$ cat config.mk
export PLATFORM = sky130hd
export DESIGN_NAME = flash_tick_divider
export DESIGN_NICKNAME = d
export VERILOG_FILES = /design/src/rtl/ftd_pkg.sv /design/src/rtl/ftd_ctrl_reg.sv /design/src/rtl/ftd_counter.sv /design/src/rtl/flash_tick_divider.sv
export SDC_FILE = /design/constraint.sdc
export NUM_CORES = 1
export LEC_CHECK = 0
export BUFFER_PORTS_ARGS = -buffer_cell sky130_fd_sc_hd__buf_2
export CAP_MARGIN = 20
export CORE_MARGIN = 3
export CORE_UTILIZATION = 50
export DETAILED_ROUTE_END_ITERATION = 7
export PLACE_DENSITY_LB_ADDON = 0.2
export SYNTH_ARGS = -nofsm -noshare
export SYNTH_HDL_FRONTEND = slang
export SYNTH_SLANG_ARGS = --single-unit
$ cat constraint.sdc
create_clock -name clk -period 3.1 [get_ports clk]
set_input_delay 0.31 -clock clk [delete_from_list [all_inputs] [get_ports clk]]
set_output_delay 0.31 -clock clk [all_outputs]
set_load 0.05 [all_outputs]
$ cat src/rtl/ftd_pkg.sv
package ftd_pkg;
  localparam int REG_W     = 8;
  localparam int DIV_W     = 6;
  localparam int BIT_PROG  = 7;
  localparam int BIT_LOCK  = 6;
endpackage

$ cat src/rtl/ftd_ctrl_reg.sv
module ftd_ctrl_reg
  import ftd_pkg::*;
(
  input  logic             clk,
  input  logic             rst_n,
  input  logic             wr_en,
  input  logic [REG_W-1:0] wr_data,
  input  logic             cmd_idle,
  input  logic             rst_seq_active,
  output logic             prog_q,
  output logic             lock_q,
  output logic [DIV_W-1:0] div_q,
  output logic             restart
);
  logic accept;

  assign accept  = wr_en && (cmd_idle || rst_seq_active);
  assign restart = accept && !lock_q && (wr_data[DIV_W-1:0] != div_q);

  always_ff @(posedge clk or negedge rst_n) begin
    if (!rst_n) begin
      prog_q <= 1'b0;
      lock_q <= 1'b0;
      div_q  <= '0;
    end else if (accept) begin
      prog_q <= 1'b1;
      lock_q <= lock_q | wr_data[BIT_LOCK];
      if (!lock_q) div_q <= wr_data[DIV_W-1:0];
    end
  end

  p_prog_sticky_r3: assert property (@(posedge clk) disable iff (!rst_n)
    prog_q |=> prog_q);
  p_lock_sticky_r4: assert property (@(posedge clk) disable iff (!rst_n)
    lock_q |=> lock_q);
  p_div_frozen_r5: assert property (@(posedge clk) disable iff (!rst_n)
    lock_q |=> $stable(div_q));
  p_busy_drop_r6: assert property (@(posedge clk) disable iff (!rst_n)
    (wr_en && !cmd_idle && !rst_seq_active) |=> $stable({prog_q, lock_q, div_q}));
  p_rstseq_take_r7: assert property (@(posedge clk) disable iff (!rst_n)
    (wr_en && rst_seq_active) |=> prog_q);
endmodule

$ cat src/rtl/ftd_counter.sv
module ftd_counter
  import ftd_pkg::*;
(
  input  logic             clk,
  input  logic             rst_n,
  input  logic [DIV_W-1:0] div_val,
  input  logic             restart,
  input  logic             enable,
  output logic             tick
);
  logic [DIV_W-1:0] cnt_q;
  logic             wrap;

  assign wrap = (cnt_q == div_val);
  assign tick = enable && wrap;

  always_ff @(posedge clk or negedge rst_n) begin
    if (!rst_n)             cnt_q <= '0;
    else if (restart || wrap) cnt_q <= '0;
    else                    cnt_q <= cnt_q + 1'b1;
  end

  p_tick_gated_r11: assert property (@(posedge clk) disable iff (!rst_n)
    !enable |-> !tick);
  p_cnt_bound_r9: assert property (@(posedge clk) disable iff (!rst_n)
    cnt_q <= div_val);
  p_restart_zero_r10: assert property (@(posedge clk) disable iff (!rst_n)
    restart |=> (cnt_q == '0));
endmodule

$ cat src/rtl/flash_tick_divider.sv
module flash_tick_divider
  import ftd_pkg::*;
(
  input  logic             clk,
  input  logic             rst_n,
  input  logic             wr_en,
  input  logic [REG_W-1:0] wr_data,
  output logic [REG_W-1:0] rd_data,
  input  logic             cmd_idle,
  input  logic             rst_seq_active,
  output logic             tick
);
  logic             prog_q;
  logic             lock_q;
  logic [DIV_W-1:0] div_q;
  logic             restart;

  ftd_ctrl_reg u_reg (
    .clk(clk), .rst_n(rst_n), .wr_en(wr_en), .wr_data(wr_data),
    .cmd_idle(cmd_idle), .rst_seq_active(rst_seq_active),
    .prog_q(prog_q), .lock_q(lock_q), .div_q(div_q), .restart(restart)
  );

  ftd_counter u_cnt (
    .clk(clk), .rst_n(rst_n), .div_val(div_q), .restart(restart),
    .enable(prog_q), .tick(tick)
  );

  always_comb begin
    rd_data = '0;
    rd_data[BIT_PROG]   = prog_q;
    rd_data[BIT_LOCK]   = lock_q;
    rd_data[DIV_W-1:0]  = div_q;
  end

  p_read_layout_r2: assert property (@(posedge clk) disable iff (!rst_n)
    $rose(lock_q) |-> rd_data[BIT_LOCK] && rd_data[BIT_PROG]);
endmodule

## After elaboration in Yosys (flattened, before gate mapping)

Cells that the tools add are included.

| storage, ports and cells | value |
|---|---|
| register bits | 14 |
| bits of input ports | 13 |
| output and inout port bits | 9 |
| logic and storage cells | 18 |

| operators by class | value |
|---|---|
| add/sub/neg operators | 1 |
| equality and inequality tests | 2 |
| muxes and demuxes | 1 |
| bitwise logic cells | 2 |
| reduce and logical (&&, ||, !) cells | 8 |

Operator list:

| kind | count |
|---|---|
| $add 6x1->6 const B | 1 |
| $eq 6x6->1 | 1 |
| $mux 6 | 1 |
| $ne 6x6->1 | 1 |
| $logic_and 1x1->1 | 4 |
| $logic_or 1x1->1 | 2 |
| $reduce_and 2->1 | 1 |
| $logic_not 1->1 | 1 |
| $not 1->1 | 1 |
| $or 1x1->1 | 1 |

## Logic depth before layout (Yosys ltp)

| depth | value |
|---|---|
| depth after elaboration | 6 |
| gate-level depth with buffers | 4 |
| depth with buffers taken out | 4 |

## Modules after synthesis

Synthesis repeated with hierarchy kept, for this count alone.

| unflattened totals | value |
|---|---|
| cell total of the unflattened synthesis | 62 |
| area, all modules | 774.5 µm² |

Modules (own cells, without submodules):

| module | instances | cells each | area an instance (µm²) | seq. area each (µm²) |
|---|---|---|---|---|
| ftd_ctrl_reg | 1 | 27 | 397.9 | 200.2 |
| ftd_counter | 1 | 33 | 361.6 | 150.1 |
| flash_tick_divider | 1 | 2 | 15.0 | 0.0 |

## Worst setup path after synthesis

No wires, ideal clock.

| timing | value |
|---|---|
| kind | reg2out |
| start | register u_reg.div_q[0] |
| end | output tick |
| data arrival time | 1.751 ns |
| data required time | 2.790 ns |
| path slack | 1.039 ns |
| stages on the path, launching flop included | 5 |
| buffers on the path | 0 |
| cell sequence | dfrtp_1 -> xnor2_1 -> nand4_1 -> nor3_4 -> and2_1 |

| between the ends | value |
|---|---|
| cells in the longest elaborated chain, start to end | 2 |

Ends and longest elaborated chain:

| item | line | RTL |
|---|---|---|
| start: declaration | ftd_ctrl_reg.sv:12 | `output logic [DIV_W-1:0] div_q,` |
| start signal: assignment | ftd_ctrl_reg.sv:28 | `if (!lock_q) div_q <= wr_data[DIV_W-1:0];` |
| $eq 6x6->1 | ftd_counter.sv:14 | `assign wrap = (cnt_q == div_val);` |
| $logic_and 1x1->1 | ftd_counter.sv:15 | `assign tick = enable && wrap;` |
| end: declaration | flash_tick_divider.sv:11 | `output logic tick` |

No other way between the ends.

## Final worst setup path

| timing | value |
|---|---|
| start | register u_reg.div_q[4] |
| end | output tick |

Same word-level chain as after synthesis.

==> impl_metrics.toml <==
[status]
status = "finished clean"

[timing]
rsz0062_at_grt = "false"
hold_viol = 0
max_freq_mhz = 466.4
final-setup-viol-count = 0
fin_skew_ns = 0.007789
finalCritPeriodShare = 0.6917
slew_violations = 0
fin_tns_setup_ns = 0
worst_slew_pin_slew_ns = 0.3966
max_slew_margin = 0.7348
period_minus_slack_ns = 2.144

[clocking]
clk_latency_ns = 0.28
cts_max_level = 1
cts_tree = "done"
cts_setup_buffers = 0
clockRootBuffer = "clkbuf_4"
cts_buffers = 3
cts_buffer_depth = 2
cts_sinks = 14
cts.clk_slew.worst_paths_ns = 0.09

[die]
ios = 22
die_area_um2 = 1982
rows = 13
die_w_um = 44.52
start_util = 0.5496
core_um2 = 1350
die_h_um = 44.52

[routing]
vias_per_cell = 5.072
dr_total_vias = 492
wl_met2_um = 624
wl_per_cell_um = 13.12
highest_layer = "met4"
routed_wl_um = 1273
ant_nets = 0
drt_first_pass_iters = 2
route.met3.wl_um = 77
drtIter0Drc = 1
drc_errors = 0
wl_met1_um = 560

[layout]
fillCellCount = 119
antenna_cells = 0
finalNetCount = 97
mostFrequentLayoutCells = "buf_2 (20), dfrtp_1 (14), xnor2_1 (10)"
drive_gt1_frac = 0.3902
layout_commonest_cell = "buf_2"
areaGrowthSynthToFinish_pct = 20.24

[critical_path]
crit_path_max_fanout = 7
start_kind = "register"
r2r_start = "u_reg.div_q[4]"
crit_start = "u_reg.div_q[4]"
crit_required_ns = 2.79
critical_path_arrival_ns = 1.83
r2r_slack_ns = 1.77
crit_type = "reg2out"
r2r-end = "u_cnt.cnt_q[1]"
critical_path.endpoint = "tick"
endpoint_kind = "primary output"
r2r_cells = 4

[min_path]
worstHoldPathType = "in2reg"

[logic_synthesis]
ys_warn_count = 0
synth_area_per_cell_um2 = 12.58
synth_compound_area_frac = 0.04047
synth.top_cell.area_share = 0.4722
synth_xor_area_frac = 0.1889
yosysSeqAreaShare = 0.4722
synthAdderAreaFrac = 0.01686
synth-seq-cells = 14
synth-simple-area-share = 0.1653
yosysUniqueCellTypes = 21
synth_cells = 59
synth_nets = 73
netlist_top_cells_area = "dfrtp_1 (47%), xnor2_1 (12%), mux2_1 (9.1%)"
synth_top_family_by_area = "XOR/XNOR gates"
synth.largest_area_cell = "dfrtp_1"
synth.area.mux_share = 0.09106
synthesis.area_um2 = 742.0

[grt]
antenna_found_initial = 0
gr-usage-all-layers = 0.1572
grt-ovfl-total = 0
grt_pass1_vias = 530
grt_pass1_wl_um = 2180
grt_max_degree = 15

[pwr]
p_sw_uw = 340.0
ir_worst_vdd_v = 0.0003951
combPwrFrac = 0.436
switching_share = 0.4225
power_frac_clock = 0.162
total_power_uw = 804.9
seqPwrFrac = 0.401
power.density_nw_per_um2 = 902.2
leakage_nw = 0.3965
internal_power_uw = 464.8

[placement]
gp_congestion = 0.6819
hpwl_um = 974.4
io_buffers = 20

[job]
drv_cap = 0
-- through the flow --
stage	util	hold WS (ns)	std cells	worst slack (ns)	area (µm²)
floorplan	-	0.01441	59	1.039	742.0
global placement	0.6265	0.2231	92	1.249	845.8
detailed placement	0.6265	0.2210	92	1.260	845.8
CTS	0.6608	0.2531	97	0.9355	892.1
global route	0.6608	0.2611	97	0.8129	892.1
finish	0.6608	0.2600	97	0.9558	892.1
-- power by group through the flow --
stage / registers (mW) / logic [mW] / clock network [mW]
after CTS: 0.324 / 0.357 / 0.135
after global routing: 0.334 / 0.386 / 0.144
final: 0.323 / 0.351 / 0.131
after global placement: 0.325 / 0.345 / 0
after floorplan: 0.395 / 0.207 / 0
after detailed placement: 0.328 / 0.351 / 0
-- worst min path at each step --
stage	depth (start not counted)	start	slack (ns)	to
after floorplan	0	rst_n	0.01	u_cnt.cnt_q[0]
after global placement	1	rst_n	0.22	u_reg.div_q[4]
after detailed placement	1	rst_n	0.22	u_reg.div_q[2]
after CTS	3	wr_data[6]	0.25	u_reg.lock_q
after global routing	2	wr_data[0]	0.26	u_reg.div_q[0]
final	3	wr_data[6]	0.26	u_reg.lock_q
-- flip-flops by register name, indices dropped and copies added (netlist names) --
| name | flops |
|---|---|
| u_cnt.cnt_q | 6 |
| u_reg.div_q | 6 |
| u_reg.lock_q | 1 |
| u_reg.prog_q | 1 |
-- worst max-delay path: stages, from the launching register on --
cell and delay (ns):
dfrtp_1 0.43, xnor2_1 0.19, nand4_1 0.16, nor3_4 0.35, and2_1 0.18, buf_2 0.26
-- cell type report --
cell class	instances	area, µm²	share of cell area
Timing Repair Buffer	21	110.1	0.1234
Clock buffer	4	36.28	0.04067
Inverter	1	3.754	0.004208
Tap cell	15	18.77	0.02104
Sequential cell	14	350.3	0.3927
Multi-Input combinational cell	42	372.9	0.4180
-- logic make-up after synthesis --
family                   after synthesis
multiplexers                           6
AO/OA/AOI/OAI                          3
flip-flops                            14
adder cells (fa/ha/maj)                1
buffers and inverters                  3
XOR/XNOR                              16
AND/OR/NAND/NOR                       16
-- layer usage --
| layer | vias up | GRT usage |
|---|---|---|
| met1 | 227 | 0.1835 |
| met5 | - | 0 |
| li1 | 246 | - |
| met2 | 17 | 0.2693 |
| met3 | 2 | 0.04878 |
| met4 | 0 | 0.05422 |
-- synthesized netlist by cell type, drive strengths merged --
cell    number
and2         1
nor3b        1
nand3        2
o31a         1
mux2         6
nand2        1
nand4        2
nand2b       1
xnor2       10
nor2         2
o21bai       1
ha           1
dfrtp       14
o21ai        1
inv          1
xor2         6
buf          2
nor3         6
-- timing repair --
action	in CTS	in global routing
hold buffers	1	0
hold endpoints to repair	14	0
resized for setup	0	0
Power figures use the tool's default switching activity.
